### config.mk
export PLATFORM = sky130hd
export DESIGN_NAME = veoi_handler
export DESIGN_NICKNAME = d
export VERILOG_FILES = /design/src/rtl/veoi_pkg.sv /design/src/rtl/veoi_wr_decode.sv /design/src/rtl/veoi_apr.sv /design/src/rtl/veoi_lr_bank.sv /design/src/rtl/veoi_fwd.sv /design/src/rtl/veoi_handler.sv
export SDC_FILE = /design/constraint.sdc
export NUM_CORES = 1
export LEC_CHECK = 0
export BUFFER_PORTS_ARGS = -buffer_cell sky130_fd_sc_hd__buf_2
export CAP_MARGIN = 20
export CORE_MARGIN = 4
export CORE_UTILIZATION = 35
export DETAILED_ROUTE_END_ITERATION = 6
export SYNTH_ARGS = -nofsm -noshare
export SYNTH_HDL_FRONTEND = slang
export SYNTH_SLANG_ARGS = --single-unit
### constraint.sdc
create_clock -name clk -period 3.3 [get_ports clk]
set_input_delay 0.495 -clock clk [delete_from_list [all_inputs] [get_ports clk]]
set_output_delay 0.495 -clock clk [all_outputs]
set_load 0.03 [all_outputs]
### src/rtl/veoi_pkg.sv
package veoi_pkg;
  localparam int LR_ID_W = 10;
  localparam int RAW_ID_W = 25;

  typedef struct packed {
    logic               valid;
    logic               hw;
    logic               grp;
    logic [1:0]         state;
    logic [LR_ID_W-1:0] pid;
    logic [LR_ID_W-1:0] vid;
  } lr_t;

  localparam int LR_W = $bits(lr_t);

  // Effective interrupt ID from the written word
  function automatic logic [RAW_ID_W-1:0] eff_id(input logic [31:0] d, input logic aff);
    if (aff) return d[RAW_ID_W-1:0];
    return {{(RAW_ID_W-LR_ID_W){1'b0}}, d[LR_ID_W-1:0]};
  endfunction

  function automatic logic is_special(input logic [RAW_ID_W-1:0] id);
    return (id >= RAW_ID_W'(1020)) && (id <= RAW_ID_W'(1023));
  endfunction

  // Bitmap with its lowest set bit removed
  function automatic logic [63:0] drop_lowest(input logic [63:0] x);
    return x & (x - 64'd1);
  endfunction
endpackage

### src/rtl/veoi_wr_decode.sv
module veoi_wr_decode
  import veoi_pkg::*;
#(
  parameter int ADDR_W  = 12,
  parameter int EOI_OFS = 16
) (
  input  logic                wr_fire,
  input  logic [ADDR_W-1:0]   wr_addr,
  input  logic [31:0]         wr_data,
  input  logic                affinity_en,
  input  logic                eoi_mode,
  output logic                eoi_hit,
  output logic                special,
  output logic                drop_req,
  output logic                deact_req,
  output logic [LR_ID_W-1:0]  lookup_id,
  output logic                id_fits
);
  logic [RAW_ID_W-1:0] id;

  always_comb begin
    id        = eff_id(wr_data, affinity_en);
    eoi_hit   = wr_fire && (wr_addr == ADDR_W'(EOI_OFS));
    special   = is_special(id);
    drop_req  = eoi_hit && !special;
    deact_req = drop_req && !eoi_mode;
    lookup_id = id[LR_ID_W-1:0];
    id_fits   = (id[RAW_ID_W-1:LR_ID_W] == '0);
  end
endmodule

### src/rtl/veoi_apr.sv
module veoi_apr
  import veoi_pkg::*;
#(
  parameter int W = 32
) (
  input  logic         clk,
  input  logic         rst_n,
  input  logic         load_en,
  input  logic [W-1:0] load_val,
  input  logic         drop,
  output logic [W-1:0] apr_q
);
  logic [63:0] wide;
  logic [W-1:0] dropped;

  always_comb begin
    wide    = 64'(apr_q);
    dropped = W'(drop_lowest(wide));
  end

  always_ff @(posedge clk) begin
    if (!rst_n)       apr_q <= '0;
    else if (load_en) apr_q <= load_val;
    else if (drop)    apr_q <= dropped;
  end
endmodule

### src/rtl/veoi_lr_bank.sv
module veoi_lr_bank
  import veoi_pkg::*;
#(
  parameter int N = 4,
  localparam int IDX_W = (N > 1) ? $clog2(N) : 1
) (
  input  logic               clk,
  input  logic               rst_n,
  input  logic               ld_en,
  input  logic [IDX_W-1:0]   ld_idx,
  input  lr_t                ld_data,
  input  logic               deact,
  input  logic [LR_ID_W-1:0] lookup_id,
  input  logic               id_fits,
  output logic               match,
  output logic               sel_hw,
  output logic               sel_grp,
  output logic [LR_ID_W-1:0] sel_pid,
  output logic [N*LR_W-1:0]  lr_flat
);
  lr_t              ent [N];
  logic [N-1:0]     hit;
  logic [IDX_W-1:0] sel;

  always_comb begin
    sel = '0;
    for (int k = N - 1; k >= 0; k--)
      if (hit[k]) sel = IDX_W'(k);
    match   = |hit;
    sel_hw  = ent[sel].hw;
    sel_grp = ent[sel].grp;
    sel_pid = ent[sel].pid;
  end

  for (genvar i = 0; i < N; i++) begin : g_ent
    assign hit[i] = ent[i].valid && id_fits && (ent[i].vid == lookup_id);
    assign lr_flat[i*LR_W +: LR_W] = ent[i];

    always_ff @(posedge clk) begin
      if (!rst_n)
        ent[i] <= '0;
      else if (ld_en && ld_idx == IDX_W'(i))
        ent[i] <= ld_data;
      else if (deact && match && sel == IDX_W'(i))
        ent[i].state[1] <= 1'b0;
    end
  end
endmodule

### src/rtl/veoi_fwd.sv
module veoi_fwd
  import veoi_pkg::*;
(
  input  logic               clk,
  input  logic               rst_n,
  input  logic               req,
  input  logic [LR_ID_W-1:0] req_pid,
  input  logic               pd_ready,
  output logic               pd_valid,
  output logic [LR_ID_W-1:0] pd_id
);
  always_ff @(posedge clk) begin
    if (!rst_n) begin
      pd_valid <= 1'b0;
      pd_id    <= '0;
    end else if (req) begin
      pd_valid <= 1'b1;
      pd_id    <= req_pid;
    end else if (pd_ready) begin
      pd_valid <= 1'b0;
    end
  end
endmodule

### src/rtl/veoi_handler.sv
module veoi_handler
  import veoi_pkg::*;
#(
  parameter int NUM_LR  = 4,
  parameter int APR_W   = 32,
  parameter int ADDR_W  = 12,
  parameter int ERR_W   = 8,
  parameter int EOI_OFS = 16,
  localparam int IDX_W  = (NUM_LR > 1) ? $clog2(NUM_LR) : 1
) (
  input  logic                   clk,
  input  logic                   rst_n,
  input  logic                   wr_valid,
  output logic                   wr_ready,
  input  logic [ADDR_W-1:0]      wr_addr,
  input  logic [31:0]            wr_data,
  input  logic                   eoi_mode,
  input  logic                   affinity_en,
  input  logic                   sec_disable,
  input  logic                   apr_wr_en,
  input  logic [APR_W-1:0]       apr_wr_data,
  input  logic                   lr_wr_en,
  input  logic [IDX_W-1:0]       lr_wr_idx,
  input  logic [LR_W-1:0]        lr_wr_data,
  output logic [APR_W-1:0]       apr_q,
  output logic [NUM_LR*LR_W-1:0] lr_flat,
  output logic [ERR_W-1:0]       err_count,
  output logic                   pd_valid,
  input  logic                   pd_ready,
  output logic [LR_ID_W-1:0]     pd_id
);
  // Named events, visible to the checker
  logic               wr_fire, eoi_hit, special_evt, drop_evt, deact_evt;
  logic               miss_evt, fwd_evt, match;
  logic               sel_hw, sel_grp, id_fits;
  logic [LR_ID_W-1:0] lookup_id, sel_pid;

  assign wr_ready = !pd_valid;
  assign wr_fire  = wr_valid && wr_ready;

  veoi_wr_decode #(.ADDR_W(ADDR_W), .EOI_OFS(EOI_OFS)) u_dec (
    .wr_fire(wr_fire), .wr_addr(wr_addr), .wr_data(wr_data),
    .affinity_en(affinity_en), .eoi_mode(eoi_mode),
    .eoi_hit(eoi_hit), .special(special_evt), .drop_req(drop_evt),
    .deact_req(deact_evt), .lookup_id(lookup_id), .id_fits(id_fits)
  );

  veoi_apr #(.W(APR_W)) u_apr (
    .clk(clk), .rst_n(rst_n), .load_en(apr_wr_en), .load_val(apr_wr_data),
    .drop(drop_evt), .apr_q(apr_q)
  );

  veoi_lr_bank #(.N(NUM_LR)) u_lr (
    .clk(clk), .rst_n(rst_n), .ld_en(lr_wr_en), .ld_idx(lr_wr_idx),
    .ld_data(lr_t'(lr_wr_data)), .deact(deact_evt), .lookup_id(lookup_id),
    .id_fits(id_fits), .match(match), .sel_hw(sel_hw), .sel_grp(sel_grp),
    .sel_pid(sel_pid), .lr_flat(lr_flat)
  );

  assign miss_evt = deact_evt && !match;
  assign fwd_evt  = deact_evt && match && sel_hw && (sel_grp || sec_disable);

  veoi_fwd u_fwd (
    .clk(clk), .rst_n(rst_n), .req(fwd_evt), .req_pid(sel_pid),
    .pd_ready(pd_ready), .pd_valid(pd_valid), .pd_id(pd_id)
  );

  always_ff @(posedge clk) begin
    if (!rst_n)
      err_count <= '0;
    else if (miss_evt && err_count != '1)
      err_count <= err_count + 1'b1;
  end
endmodule

==> metrics.txt, run 1 <==
Vias/cell roughly 5; design area 0.00932 mm2; post-synthesis simple-gate area fraction 22.3%; Warnings, synthesis 0; Worst slew margin approximately 26%; Yosys cell types 53; final hold vios 0; Final TNS setup 0 ps; hold slack about 300 ps; Post-synth top cells 103 x and2_1, 100 x edfxtp_1, 59 x nand2_1; Clock Latency Late Sink roughly 420 ps; wire per inst a little under 20 um; maxcap violations 0; antenna violations before repair 2; number of enable flip-flop cells after synthesis 100; nets in the synthesized netlist ~770; die height between 150 and 200 um; main combinational cell family by area after synthesis simple AND/OR/NAND/NOR gates; Clk pin slew, worst setup/hold paths ~60 ps; worst slew pin tran between 1000 and 1500 ps; syn_area_per_cell ~11 um2; share of synthesized flip-flops with an asynchronous set or reset 0%; pin count of the biggest net entering global routing 38; core area around 0.020 mm2; die footprint between 0.02 and 0.025 mm2; synth top area cells edfxtp_1 42%, dfxtp_1 14%, and2_1 9.1%; power per cell area slightly above 500 mW/mm2; Die X 150 um; post-synthesis adder-cell area fraction less than 1%; max-slew violation count 0; Placement Rows 51; TritonRoute pass-1 iters 5; Post-CTS Setup Inserts 0; Routed WL 23.6 mm; vias ~6k; htree depth 4; DPL Wire Length about 17 mm; final setup violation count 0; vias in the first global route roughly 5.9k; # IOs between 200 and 300; cell count after synthesis 652; multiplexer share of the synthesized area ~1.4%; Area Overhead vs Synth 31.7%; GP Congestion 0.870; min cycle time layout 3010 ps; outcome finished, final reports clean; slowest CP cell a21oi_1; leakage power about 3.9 nW; Clock Tree Buf Depth 2; Yosys top cell by area edfxtp_1; root buf cell clkbuf_16; Congestion Overflow GR 0; crit-path max FO 11; Bufs and invs on worst path 1; ordered list of cells on the worst path xnor2_1 > nand4_1 > or3_1 > a21oi_1 > o21ai_0 > a21oi_1 > o211ai_2 > buf_12 > mux2i_1; placed cell areas between 0.008 and 0.009 mm2; # DRC 0; final clock skew 9.27 ps; CTS tree done; Resized cells post-CTS 0; CP top delay family compound AO/OA/AOI/OAI gates; Layout Nets 1,028; post-synthesis xor/xnor area fraction under 10%; layout cell share with drive strength beyond 1 approximately 35%; Final ANT Viol Nets 0; register area around 0.0040 mm2; RSZ-0062 raised after global routing false; most frequent cell after synthesis and2_1; Yosys reg bits about 150; Initial Utilization a little over a third; Setup crit end kind register; Synth Area in Compound Gates ~11%; VDD IR max roughly 320 uV; Multi-input gate area between 0.002 and 0.003 mm2; GR Util All Layers between 20% and 30%; kind of critical path reg -> reg; slowest stage delay, CP 860 ps; Seq/Total Area, Yosys 56.9%; number of DRC markers in iteration 0 between 200 and 300; worst hold path type in -> reg; ANT cells 0; Mapped Area about 0.0071 mm2; port bufs approximately 260; hold buffers post-CTS 0; Max Clock Freq ~330 MHz; top cell type's share of synthesized area 42.4%; period utilization between 90% and 100%; global-route wire length before repair 34.3 mm; startpoint types register; CP arrival around 3300 ps; clk sinks about 150; Req. time, crit path between 3000 and 4000 ps; CTS Buf Count 17; fill cell count approximately 1.9k; most numerous cell on the critical path a21oi_1; Post-synth top flop edfxtp_1
[cells by family after synthesis]
| family | after synthesis |
|---|---|
| compound gates | 119 |
| xor+xnor | 46 |
| fa+ha+maj | 1 |
| buf+inv | 43 |
| flops | 151 |
| mux | 10 |
| simple gates | 282 |
[cell usage in the layout, fill, tap and decap left out, types with 2 or more instances in the layout]
| cell | count |
|---|---|
| o21ai_0 | 25 |
| o211ai_1 | 12 |
| and2_1 | 103 |
| or4_1 | 4 |
| nand3_1 | 30 |
| nand4_1 | 19 |
| nor2_1 | 17 |
| nor3b_2 | 2 |
| nor3_1 | 12 |
| o311ai_0 | 6 |
| nor4_1 | 7 |
| xor2_1 | 3 |
| clkbuf_16 | 17 |
| o21bai_1 | 3 |
| or2_2 | 2 |
| edfxtp_1 | 100 |
| a221o_1 | 2 |
| dfxtp_1 | 51 |
| nor4b_1 | 2 |
| inv_1 | 4 |
| inv_6 | 4 |
| a21oi_1 | 44 |
| xnor2_1 | 43 |
| nand4b_1 | 2 |
| nand3b_1 | 2 |
| clkinv_2 | 2 |
| buf_4 | 25 |
| and3_1 | 2 |
| buf_2 | 256 |
| or3_1 | 8 |
| clkinvlp_4 | 5 |
| nand2_1 | 59 |
| mux2i_1 | 10 |
| a21o_1 | 3 |
| a22o_1 | 11 |
[area by class of cell]
class	instances	area share, %
Sequential cell	151	43.2
Multi-Input combinational cell	458	31.2
Timing Repair Buffer	282	16.0
Clock buffer	18	4.60
Tap cell	265	3.56
Clock inverter	14	1.34
Inverter	5	0.201
[flip-flops by register name, summed over array words and instances, names as in the netlist]
name,flops
u_fwd.pd_id,10
u_apr.apr_q,32
err_count,8
u_lr.ent,100
u_fwd.pd_valid,1
[metrics by stage]
step	setup slack [ps]	power, mW	util, %	cells
6_report	288	4.83	47.4	1193
3_5_place_dp	32.5	3.00	44.6	1161
2_1_floorplan	416	2.70	-	652
5_1_grt	45.6	4.99	47.4	1193
3_3_place_gp	55.9	3.00	44.6	1161
4_1_cts	307	4.86	47.4	1193
[final timing paths]
| kind | depth (start not counted) | slack [ps] | to | startpoint |
|---|---|---|---|---|
| setup / recovery | 9 | 290 | u_fwd.pd_id[8] | u_lr.ent[2][6] |
| hold / removal | 3 | 300 | u_apr.apr_q[12] | apr_wr_data[12] |
| setup reg to reg | 9 | 290 | u_fwd.pd_id[8] | u_lr.ent[2][6] |
| hold reg to reg | 2 | 460 | u_fwd.pd_id[7] | u_fwd.pd_id[7] |
[layer usage]
metal  wire length (um)  track usage (%)  part of all wire [%]  vias to the layer above
met2              11200             33.9                    47                      251
met5                 26                0                  0.11                        -
met3               2000             5.87                   8.5                       23
li1                   -                -                     -                     2894
met1              10100             26.0                    43                     2868
met4                272             5.67                   1.2                        4
[report_power, final]
part	internal (mW)	switching (mW)	total (mW)
sequential	2.14	0.0844	2.22
clock	1.04	0.826	1.87
combinational	0.230	0.507	0.737
total	3.41	1.42	4.83
[worst register-to-register path, stage by stage (launching register included)]
cell	delay, ps
edfxtp_1	420
xnor2_1	270
nand4_1	180
or3_1	390
a21oi_1	860
o21ai_0	170
a21oi_1	200
o211ai_2	120
buf_12	170
mux2i_1	120
No activity file was read; power rests on OpenSTA's default activity.
==> run 2, diff against run 1 <==
--- a/config.mk
+++ b/config.mk
@@ -7,9 +7,11 @@
 export LEC_CHECK = 0
 export BUFFER_PORTS_ARGS = -buffer_cell sky130_fd_sc_hd__buf_2
 export CAP_MARGIN = 20
+export CORE_ASPECT_RATIO = 0.7
 export CORE_MARGIN = 4
 export CORE_UTILIZATION = 35
 export DETAILED_ROUTE_END_ITERATION = 6
+export GPL_TIMING_DRIVEN = 0
 export SYNTH_ARGS = -nofsm -noshare
 export SYNTH_HDL_FRONTEND = slang
 export SYNTH_SLANG_ARGS = --single-unit
==> run 2 against run 1 <==
  * Combinational power grew 3.8%
  * Clock power grew 17%
  * Sequential cell count is the same
  * Utilization shrank 0.072 points
  * Register-to-register slack lost 70 ps
==> metrics.txt, run 2 (same netlist as run 1, synthesis figures left out) <==
Flop pwr share 43.0% (-3.0 points); vias in the first global route 6,097 (+3.5%); antenna violations before repair 4 (+2); vias 6,234 (+3.2%); Max Clock Freq 324 MHz (-2.4%); CP top delay family simple AND/OR/NAND/NOR gates; Setup crit end kind register; Setup WS post-layout 214 ps (-73.1 ps); RSZ-0062 raised after global routing false; clk sinks 151 (unchanged); final clock skew 16.5 ps (+7.22 ps); outcome finished, final reports clean; Clock Tree Buf Depth 2 (unchanged); switching portion of total power 28.9% (-0.44 points); max-slew violation count 0 (unchanged); # DRC 0 (unchanged); Psw 1.50 mW (+5.5%); P_int 3.67 mW (+7.8%); hold buffers post-CTS 0 (unchanged); final cell utilization of the core 47.4% (-0.072 points); Die X 178 um (+18%); Req. time, crit path 3590 ps (about the same); Layout Nets 1,035 (+0.68%); TritonRoute pass-1 iters 5 (unchanged); top flop regs u_lr.ent x100, u_apr.apr_q x32, u_fwd.pd_id x10; Worst slew margin 30.1% (+4.5 points); global-route wire length before repair 36.4 mm (+6.3%); register area 0.00402 mm2 (unchanged); number of flip-flops in the largest register 100 (unchanged); CTS Buf Count 17 (unchanged); DP Worst Slack -130 ps (-162 ps); Final TNS setup 0 ps (unchanged); leakage power 3.86 nW (-0.33%); DPL Wire Length 19.0 mm (+9.8%); Congestion Overflow GR 0 (unchanged); Gate power share 14.8% (-0.5 points); GR Util All Layers 21.5% (+1.1 points); Clk pin slew, worst setup/hold paths 70 ps (about the same); ordered list of cells on the worst path nor4b_1 > nand4_1 > a2111o_1 > or2_4 > or3_4 > or4_4 > o2111ai_2 > o311ai_1; Bufs and invs on worst path 0 (-1); layout cell share with drive strength beyond 1 31.8% (-3.7 points); Routed WL 24.8 mm (+5.3%); final hold vios 0 (unchanged); Multi-input gate area 0.00289 mm2 (-0.34%); VDD IR max 334 uV (+4.3%); GP Congestion 0.955 (+9.7%); Initial Utilization 35.6% (-0.36 points); Clock Latency Late Sink 430 ps (about the same); maxcap violations 0 (unchanged); root buf cell clkbuf_16; Biggest register u_lr.ent; final std cells w/o fill 1,206 (+1.1%); final setup violation count 0 (unchanged); slowest stage delay, CP 510 ps (-350 ps); Resized cells post-CTS 0 (unchanged); die height 127 um (-15%); pin count of the biggest net entering global routing 19 (-50%); port bufs 246 (-3.9%); number of DRC markers in iteration 0 538 (+100%); Area Overhead vs Synth 32.9%; worst hold path type in -> reg; Final ANT Viol Nets 0 (unchanged); Post-CTS Setup Inserts 0 (unchanged); wire per inst 20.6 um (+4.1%); Clock power frac 42.2% (+3.5 points); fill cell count 1,886 (-0.95%); slowest CP cell a2111o_1; CTS tree done; # IOs 264 (unchanged); CP arrival 3370 ps (+60 ps); core area 0.0199 mm2 (+1.0%); htree depth 4 (unchanged); dpl cells 1,172 (+0.95%); startpoint types register; power per cell area 550 mW/mm2 (+6.2%); most frequent cells in the layout 247 x buf_2, 103 x and2_1, 100 x edfxtp_1, 59 x nand2_1, 51 x dfxtp_1; period utilization 93.5% (+2.2 points); kind of critical path reg -> reg; Vias/cell 5.17 (+2.1%); worst slew pin tran 1050 ps (-69.8 ps); Placement Rows 43 (-16%); crit-path max FO 6 (-5); die footprint 0.0226 mm2 (+0.17%); most common cell after layout, fill and taps aside buf_2; min cycle time layout 3090 ps (+73.1 ps)
run 2: changes by cell type in the layout (fill, tap and decap cells not counted), moves of 2 or more:
| cell | delta |
|---|---|
| nor3b_2 | -2 |
| buf_16 | +2 |
| nor3b_1 | +2 |
| buf_4 | -25 |
| buf_2 | -9 |
| buf_8 | +2 |
| clkinvlp_4 | -5 |
| bufinv_16 | +3 |
| clkbuf_1 | +36 |
| inv_8 | +3 |
run 2: routing by layer:
| layer | up-vias | track usage (%) | share of wire, % |
|---|---|---|---|
| li1 | 2913 | - | - |
| met1 | 2991 | 32.1 | 46 |
| met2 | 294 | 29.8 | 42 |
| met3 | 30 | 7.18 | 11 |
| met4 | 6 | 5.41 | 1.4 |
| met5 | - | 0 | 0.13 |
run 2: area by class of cell:
class | instances | area share [%]
clock buffer | 17 | 4.52
sequential | 151 | 42.8
clock inverter | 15 | 2.42
tap | 270 | 3.59
antenna | 1 | 0.0266
multi-input combinational | 458 | 30.8
buffer | 38 | 1.60
timing repair buffer | 251 | 14.1
inverter | 5 | 0.200
run 2: per-stage QoR:
step           hold WS, ps  total power [mW]  area (um2)
4_1_cts                283              5.19        9390
3_5_place_dp           455              3.02        8740
3_3_place_gp           444              3.01        8640
6_report               300              5.17        9400
5_1_grt                284              5.34        9400
2_1_floorplan          586              2.70        7080
run 2: power by group through the flow:
stage                     clock network, mW  logic (mW)  registers [mW]
after detailed placement                  0       0.763            2.26
after global routing                   2.30       0.812            2.24
after floorplan                           0       0.221            2.48
after CTS                              2.21       0.766            2.22
after global placement                    0       0.743            2.27
final                                  2.18       0.765            2.22
run 2: final timing paths:
| check | startpoint | to | slack (ps) | depth (start not counted) |
|---|---|---|---|---|
| max | u_fwd.pd_valid | u_apr.apr_q[31] | 210 | 8 |
| min | apr_wr_data[1] | u_apr.apr_q[1] | 300 | 3 |
| max reg2reg | u_fwd.pd_valid | u_apr.apr_q[31] | 210 | 8 |
| min reg2reg | u_fwd.pd_id[9] | u_fwd.pd_id[9] | 460 | 2 |
run 2: worst min-delay path, cell delays in order:
cell and delay (ps):
buf_2 70, a21oi_1 50, nor2_1 70
